$ cat config.mk
export PLATFORM = sky130hd
export DESIGN_NAME = rdctx_tracker
export DESIGN_NICKNAME = d
export VERILOG_FILES = /design/src/rtl/rdctx_pkg.sv /design/src/rtl/rdctx_ptrs.sv /design/src/rtl/rdctx_store.sv /design/src/rtl/rdctx_out.sv /design/src/rtl/rdctx_tracker.sv
export SDC_FILE = /design/constraint.sdc
export NUM_CORES = 1
export LEC_CHECK = 0
export CORE_ASPECT_RATIO = 1.5
export CORE_UTILIZATION = 58
export CTS_BUF_LIST = sky130_fd_sc_hd__clkbuf_16
export DETAILED_ROUTE_END_ITERATION = 6
export PLACE_DENSITY_LB_ADDON = 0.12
export SLEW_MARGIN = 5
export SYNTH_ARGS = -nofsm -noshare
export SYNTH_HDL_FRONTEND = slang
export SYNTH_HIERARCHICAL = 1
export SYNTH_SLANG_ARGS = --single-unit
$ cat constraint.sdc
create_clock -name clk -period 4.45 [get_ports clk]
set_input_delay 0.89 -clock clk [delete_from_list [all_inputs] [get_ports clk]]
set_output_delay 0.89 -clock clk [all_outputs]
set_load 0.05 [all_outputs]
$ cat src/rtl/rdctx_pkg.sv
package rdctx_pkg;
  localparam int PORT_W = 5;
  localparam int INFO_W = 8;

  typedef struct packed {
    logic [PORT_W-1:0] port;
    logic [INFO_W-1:0] info;
    logic              err;
  } ctx_t;
endpackage

$ cat src/rtl/rdctx_ptrs.sv
module rdctx_ptrs #(
  parameter int DEPTH = 16,
  parameter int AW    = $clog2(DEPTH)
) (
  input  logic          clk,
  input  logic          rst_n,
  input  logic          push_i,
  input  logic          pop_i,
  output logic [AW-1:0] wr_idx_o,
  output logic [AW-1:0] rd_idx_o,
  output logic          full_o,
  output logic          empty_o
);
  logic [AW:0] wr_q, wr_d, rd_q, rd_d, fill;

  always_comb begin
    wr_d = wr_q;
    rd_d = rd_q;
    if (push_i) wr_d = wr_q + 1'b1;
    if (pop_i)  rd_d = rd_q + 1'b1;
  end

  always_ff @(posedge clk or negedge rst_n) begin
    if (!rst_n) begin
      wr_q <= '0;
      rd_q <= '0;
    end else begin
      wr_q <= wr_d;
      rd_q <= rd_d;
    end
  end

  assign fill     = wr_q - rd_q;
  assign full_o   = (fill == (AW+1)'(DEPTH));
  assign empty_o  = (fill == '0);
  assign wr_idx_o = wr_q[AW-1:0];
  assign rd_idx_o = rd_q[AW-1:0];
endmodule

$ cat src/rtl/rdctx_store.sv
module rdctx_store
  import rdctx_pkg::*;
#(
  parameter int DEPTH = 16,
  parameter int AW    = $clog2(DEPTH)
) (
  input  logic              clk,
  input  logic              rst_n,
  input  logic              wr_en_i,
  input  logic [AW-1:0]     wr_idx_i,
  input  ctx_t              wr_ctx_i,
  input  logic              flush_i,
  input  logic [PORT_W-1:0] flush_port_i,
  input  logic [AW-1:0]     rd_idx_i,
  output ctx_t              rd_ctx_o,
  output logic              rd_disc_o
);
  ctx_t             slot_rd [DEPTH];
  logic [DEPTH-1:0] disc_rd;

  for (genvar s = 0; s < DEPTH; s++) begin : g_slot
    ctx_t slot_q;
    logic disc_q, disc_d, wr_hit, flush_hit;

    assign wr_hit    = wr_en_i && (wr_idx_i == AW'(s));
    assign flush_hit = flush_i && (slot_q.port == flush_port_i);

    // payload storage, loaded only on push
    always_ff @(posedge clk) begin
      if (wr_hit) slot_q <= wr_ctx_i;
    end

    // a fresh push wins over a flush of the same slot (new request is kept)
    always_comb begin
      disc_d = disc_q;
      if (wr_hit)         disc_d = 1'b0;
      else if (flush_hit) disc_d = 1'b1;
    end

    always_ff @(posedge clk or negedge rst_n) begin
      if (!rst_n) disc_q <= 1'b0;
      else        disc_q <= disc_d;
    end

    assign slot_rd[s] = slot_q;
    assign disc_rd[s] = disc_q;
  end

  assign rd_ctx_o  = slot_rd[rd_idx_i];
  assign rd_disc_o = disc_rd[rd_idx_i];
endmodule

$ cat src/rtl/rdctx_out.sv
module rdctx_out
  import rdctx_pkg::*;
#(
  parameter int DATA_W = 32
) (
  input  logic              clk,
  input  logic              rst_n,
  input  logic              pop_i,
  input  logic              drop_i,
  input  logic [DATA_W-1:0] data_i,
  input  ctx_t              ctx_i,
  output logic              valid_o,
  output logic [DATA_W-1:0] data_o,
  output ctx_t              ctx_o
);
  logic              valid_q, valid_d, load;
  logic [DATA_W-1:0] data_q, data_d;
  ctx_t              ctx_q, ctx_d;

  assign load = pop_i && !drop_i;

  always_comb begin
    valid_d = load;
    data_d  = data_q;
    ctx_d   = ctx_q;
    if (load) begin
      data_d = data_i;
      ctx_d  = ctx_i;
    end
  end

  always_ff @(posedge clk or negedge rst_n) begin
    if (!rst_n) begin
      valid_q <= 1'b0;
      data_q  <= '0;
      ctx_q   <= '0;
    end else begin
      valid_q <= valid_d;
      data_q  <= data_d;
      ctx_q   <= ctx_d;
    end
  end

  assign valid_o = valid_q;
  assign data_o  = data_q;
  assign ctx_o   = ctx_q;
endmodule

$ cat src/rtl/rdctx_tracker.sv
module rdctx_tracker
  import rdctx_pkg::*;
#(
  parameter int DEPTH  = 16,
  parameter int DATA_W = 32
) (
  input  logic              clk,
  input  logic              rst_n,
  input  logic              req_valid,
  output logic              req_ready,
  input  logic [PORT_W-1:0] req_port,
  input  logic [INFO_W-1:0] req_info,
  input  logic              req_err,
  input  logic              rsp_valid,
  input  logic [DATA_W-1:0] rsp_data,
  input  logic              flush_valid,
  input  logic [PORT_W-1:0] flush_port,
  output logic              out_valid,
  output logic [DATA_W-1:0] out_data,
  output logic [PORT_W-1:0] out_port,
  output logic [INFO_W-1:0] out_info,
  output logic              out_err
);
  localparam int AW = $clog2(DEPTH);

  logic              full, empty, push, pop, head_disc, drop;
  logic [AW-1:0]     wr_idx, rd_idx;
  logic [PORT_W-1:0] head_port;
  ctx_t              new_ctx, head_ctx, out_ctx;

  assign push      = req_valid && !full;
  assign pop       = rsp_valid && !empty;
  assign req_ready = !full;
  assign new_ctx   = '{port: req_port, info: req_info, err: req_err};
  assign head_port = head_ctx.port;
  // a flush in the popping cycle also drops the head
  assign drop      = head_disc || (flush_valid && (head_port == flush_port));

  rdctx_ptrs #(.DEPTH(DEPTH), .AW(AW)) u_ptrs (
    .clk(clk), .rst_n(rst_n), .push_i(push), .pop_i(pop),
    .wr_idx_o(wr_idx), .rd_idx_o(rd_idx), .full_o(full), .empty_o(empty)
  );

  rdctx_store #(.DEPTH(DEPTH), .AW(AW)) u_store (
    .clk(clk), .rst_n(rst_n), .wr_en_i(push), .wr_idx_i(wr_idx),
    .wr_ctx_i(new_ctx), .flush_i(flush_valid), .flush_port_i(flush_port),
    .rd_idx_i(rd_idx), .rd_ctx_o(head_ctx), .rd_disc_o(head_disc)
  );

  rdctx_out #(.DATA_W(DATA_W)) u_out (
    .clk(clk), .rst_n(rst_n), .pop_i(pop), .drop_i(drop),
    .data_i(rsp_data), .ctx_i(head_ctx),
    .valid_o(out_valid), .data_o(out_data), .ctx_o(out_ctx)
  );

  assign out_port = out_ctx.port;
  assign out_info = out_ctx.info;
  assign out_err  = out_ctx.err;
endmodule

# Word level (Yosys, flattened, before mapping)
# Cells that the tools add are included.
# classes
n_reduce_logical	58
n_mux	37
order_cmp	2
addsub	3
eq_ne	33
bitwise	1
# op_table
operator	n
== test 5 bit	17
binary-select mux 14 bit (select 4 bit)	1
logical AND 1 bit	36
2-to-1 mux 1 bit	33
== test 4 bit, second input constant	8
nonzero test 2 bit	16
2-to-1 mux 14 bit	2
== test 4 x 3 -> 1 bit, second input constant	4
adder 5 x 1 -> 5 bit, second input constant	2
== test 4 x 2 -> 1 bit, second input constant	2
== test 5 bit, second input constant	1
greater-or-equal comparator 5 bit, second input constant	1
logical NOT 5 bit	1
less-than comparator 4 x 5 -> 1 bit, second input constant	1
NOT 4 -> 5 bit	1
subtractor 5 bit	1
binary-select mux 1 bit (select 4 bit)	1
== test 4 x 1 -> 1 bit, second input constant	1
logical NOT 4 bit	1
logical NOT 1 bit	3
logical OR 1 bit	1
# word_totals
reg_bits	297
in_bits	56

# Depth between registers and ports, before layout
# logic_depth
ltp_word	9
mapped_depth	13
mapped_depth_nobuf	9

# By module
# Netlist, hierarchy kept.
# modules_own_cells
module	n_inst	area_each_um2	seq_area_each_um2	cells_each
rdctx_store	1	10084.7	7126.8	531
rdctx_out	1	1904.3	1176.1	99
rdctx_ptrs	1	655.6	250.2	61
rdctx_tracker	1	75.1	0.0	10

# Worst setup path before layout
# Ideal clock, no wire load.
# synth_timing
kind	reg-to-reg
start	reg u_ptrs.wr_q[2]
end	reg u_store/g_slot[0].slot_q[0] (netlist bit) (enable)
setup_time_ns	0.405
required_time_ns	4.045
synth_period_minus_slack_ns	3.534
arrival_ns	3.129
path_stages_with_launch	8
path_slack_ns	0.916
path_cell_list	dfrtp_1 > ha_1 > a21oi_1 > a211o_1 > a211oi_1 > nor2b_1 > or3b_2 > nor3_1
# synth_via
elab_chain_len	5
elab_cells_between_ends	6
cone_classes	1 x add/sub; 1 x eq/ne; 4 x reduce/logical
# synth_rtl
item	line_no	text
start: declaration	rdctx_ptrs.sv:14	logic [AW:0] wr_q, wr_d, rd_q, rd_d, fill;
start signal: assignment	rdctx_ptrs.sv:28	wr_q <= wr_d;
subtractor 5 bit	rdctx_ptrs.sv:33	assign fill = wr_q - rd_q;
== test 5 bit	rdctx_ptrs.sv:34	assign full_o = (fill == (AW+1)'(DEPTH));
named net full	rdctx_tracker.sv:26	logic full, empty, push, pop, head_disc, drop;
logical NOT 1 bit	rdctx_tracker.sv:31	assign push = req_valid && !full;
logical AND 1 bit	rdctx_tracker.sv:31	
named net push	rdctx_tracker.sv:26	
logical AND 1 bit	rdctx_store.sv:25	assign wr_hit = wr_en_i && (wr_idx_i == AW'(s));
named net u_store.g_slot[0].wr_hit	rdctx_store.sv:23	logic disc_q, disc_d, wr_hit, flush_hit;
end signal: assignment	rdctx_store.sv:30	if (wr_hit) slot_q <= wr_ctx_i;
end: declaration	rdctx_store.sv:22	ctx_t slot_q;
# The timed path passes the listed nets, and every way through them passes these cells.
# A chain may end at the register's enable or synchronous reset.

# Worst setup path after layout
# layout_timing
start	reg u_ptrs.rd_q[0]
end	out req_ready
# layout_via
elab_chain_len	3
# layout_rtl
item	line_no	text
start: declaration	rdctx_ptrs.sv:14	
start signal: assignment	rdctx_ptrs.sv:29	rd_q <= rd_d;
subtractor 5 bit	rdctx_ptrs.sv:33	
== test 5 bit	rdctx_ptrs.sv:34	
named net full	rdctx_tracker.sv:26	
logical NOT 1 bit	rdctx_tracker.sv:33	assign req_ready = !full;
end: declaration	rdctx_tracker.sv:10	output logic req_ready,
# The timed path passes the listed nets, and every way through them passes these cells.

==> flow_summary.toml <==
[outcome]
outcome = "complete, no violations"

[detailed_routing]
post_drt_wl_per_cell_microns = 26.1
drt_wl_total_microns = 29200
dr.pass1.iters = 4
viasPerCell = 6.08
vias = 6790
remaining_drc_errors = 0
drt-initial-drc-count = 425
ant_nets = 0

[place]
hpwl_microns = 19000
place_ws_ns = 0.894
dp.cells = 1064
place_congestion = 0.873
port_buffers = 103

[logic_synthesis]
synth-seq-cells = 297
synth_nets = 763
syn_avg_cell_area_sq_um = 18.1
synth_area_leaders = "edfxtp_1 (53%), dfrtp_1 (14%), mux4_2 (7.8%), xor2_1 (4.8%), mux2_4 (3.4%)"
synth_cell_types = 40
synth_ff_type = "edfxtp_1"
synth_area_sq_um = 12700
yosysWarnings = 6
synth.largest_area_cell = "edfxtp_1"
post-synth-top-area-fraction = 0.529
synth_edf_count = 224
yosysSeqAreaShare = 0.672
syn_inst = 701
async_flop_share = 0.246

[timing]
slew_viol_final = 0
skew_ns = 0.0143
grt_setup_unrepaired = "no"
hold_violations = 0
setup_slack_ns = 0.415
worst_pin_slew_ns = 0.987
fin_setup_tns_ns = 0
setup_violations = 0
maxSlewHeadroom = 0.342
fmax_ghz = 0.248
period_minus_slack_ns = 4.03
min_period_over_period = 0.907

[worst_setup_path]
worstPathMaxFanout = 34
crit_arrival_ns = 3.14
worst-setup-path-type = "reg -> out"
start_kind = "flip-flop"
slowest_delay_ns = 0.71
cp.buffers_inverters = 2
end_kind = "output pin"
worst-path-stages = 6
crit_chain = "ha_1, nand3b_1, a211o_1, a211oi_1, inv_1, clkdlybuf4s50_1"
cp.required_ns = 3.56
critPathTopFamily = "buffers and inverters"
cpMaxStageDelayCell = "dfrtp_4"
r2r_cells = 8

[clocking]
cts.sinks = 297
cts_buffers = 28
clockBufferDepth = 3
cts_tree = "done"
cts-root-buf = "clkbuf_16"
hold_buffers = 0
post_cts_buffers = 0
clk_pin_slew_ns = 0.06
insertion_delay_ns = 0.55
cts-resized-gates = 0
cts_max_level = 1

[finish]
num-nets-final = 884
final_layout_size_suffix_gt1_frac = 0.204
utilization = 0.693
area_growth_pct = 17.9
finalNonFillerCells = 1117

[pwr]
vdd_drop_max_uv = 401
power.leakage_nw = 5.41
cellPowerDensity_nw_per_um2 = 705
power_mw = 10.6

[die]
initial_core_util = 0.588
pin_count = 104
die_w_microns = 123
core_sq_um = 21600
die-area_sq_um = 22500
die_y_microns = 183
row_count = 66

[global_route]
overflow = 0
antenna_found_initial = 1
grt_pass1_wl_microns = 43700
grt_max_degree = 74
grt_pass1_vias = 7417
grt_usage = 0.272

[min_path]
holdPathStages = 2
hp-class = "reg -> reg"

[flow_run]
cap_violations = 0
[layout by cell type, fill, tap and decap left out, drive strengths merged, types with 2 or more instances in the layout]
cell / count
nand2b: 2
clkdlybuf4s50: 102
a211oi: 2
xor2: 70
inv: 14
nand4: 5
dfrtp: 73
nor4: 17
mux4: 60
mux2: 47
bufinv: 2
edfxtp: 224
a22oi: 30
clkbuf: 29
nand2: 20
a31oi: 16
ha: 6
nor3: 4
nand3b: 3
buf: 33
nor2: 29
clkinv: 12
xnor2: 25
nor2b: 6
[power breakdown]
part	internal (mW)	switching [mW]
registers	3.56	0.403
logic	1.94	2.39
clock network	1.29	0.980
[logic make-up (layout without fill, tap and decap cells)]
logic type | Yosys count | after routing | share of synthesized area
XOR/XNOR | 96 | 96 | 0.0672
buffers and inverters | 50 | 193 | 0.0269
multiplexers | 107 | 107 | 0.161
AO/OA/AOI/OAI | 54 | 54 | 0.0305
AND/OR/NAND/NOR | 91 | 91 | 0.0360
adder cells (fa/ha/maj) | 6 | 6 | 0.00590
flip-flops | 297 | 297 | 0.672
other | 0 | 1 | 0
[worst paths after layout]
check | startpoint | to | slack [ns]
setup reg to reg | u_ptrs/rd_q[0] | u_out/ctx_o[9] | 0.93
hold / removal | u_store/g_slot[11].disc_q | u_store/g_slot[11].disc_q | 0.49
setup / recovery | u_ptrs/rd_q[0] | req_ready | 0.42
max in group asynchronous | rst_n | u_ptrs/rd_q[0] | 3.24
min in group asynchronous | rst_n | u_ptrs/wr_q[3] | 0.51
hold reg to reg | u_store/g_slot[11].disc_q | u_store/g_slot[11].disc_q | 0.49
[sequential cells by signal (all words and copies together), names as in the netlist]
| name | count |
|---|---|
| u_ptrs/wr_q | 5 |
| u_out/data_o | 32 |
| u_ptrs/rd_q | 5 |
| u_store/g_slot.slot_q | 224 |
| u_out/ctx_o | 14 |
| u_out/valid_o | 1 |
| u_store/g_slot.disc_q | 16 |
[Yosys cell counts, types with 2 or more instances]
library cell	n
edfxtp_1	224
dfrtp_1	73
xor2_1	70
mux4_2	44
a22oi_1	30
mux2_4	29
nor2_1	29
xnor2_1	25
nand2_1	20
mux2_2	18
nor4_1	17
a31oi_1	16
mux4_1	16
clkbuf_1	13
buf_4	12
buf_2	11
ha_1	6
inv_1	6
nand4_1	5
nor2b_1	5
buf_12	4
buf_6	4
nor3_1	4
nand3b_1	3
nand2b_1	2
[per-stage QoR]
stage               hold slack (ns)  cell area, sq um
global route                  0.523             15000
CTS                           0.497             15000
floorplan                     0.454             12700
detailed placement            0.481             14100
global placement              0.475             14100
finish                        0.490             15000
[area by class of cell]
cell class	instances	area, sq um
clock inverter	23	155
inverter	6	22.5
antenna	1	2.50
multi-input combinational	354	3840
clock buffer	29	726
fill	1414	6640
sequential	297	8560
timing repair buffer	135	1340
tap	272	340
[tightest hold or removal path, delay by kind of cell (launching register included)]
family             cells  cell delay, ns
AOI/OAI and AO/OA      1            0.05
DFF                    1            0.34
and+or+nand+nor        1            0.07
[routing by layer]
metal | part of all wire | vias to the layer above | routed length (microns) | global-route usage
met5 | 0 | - | 0 | 0
met4 | 0.040 | 0 | 1150 | 0.121
met3 | 0.063 | 69 | 1830 | 0.0323
met2 | 0.54 | 261 | 15900 | 0.491
met1 | 0.35 | 3486 | 10300 | 0.321
li1 | - | 2974 | - | -
Note: power is estimated with default switching activity, not from simulation.
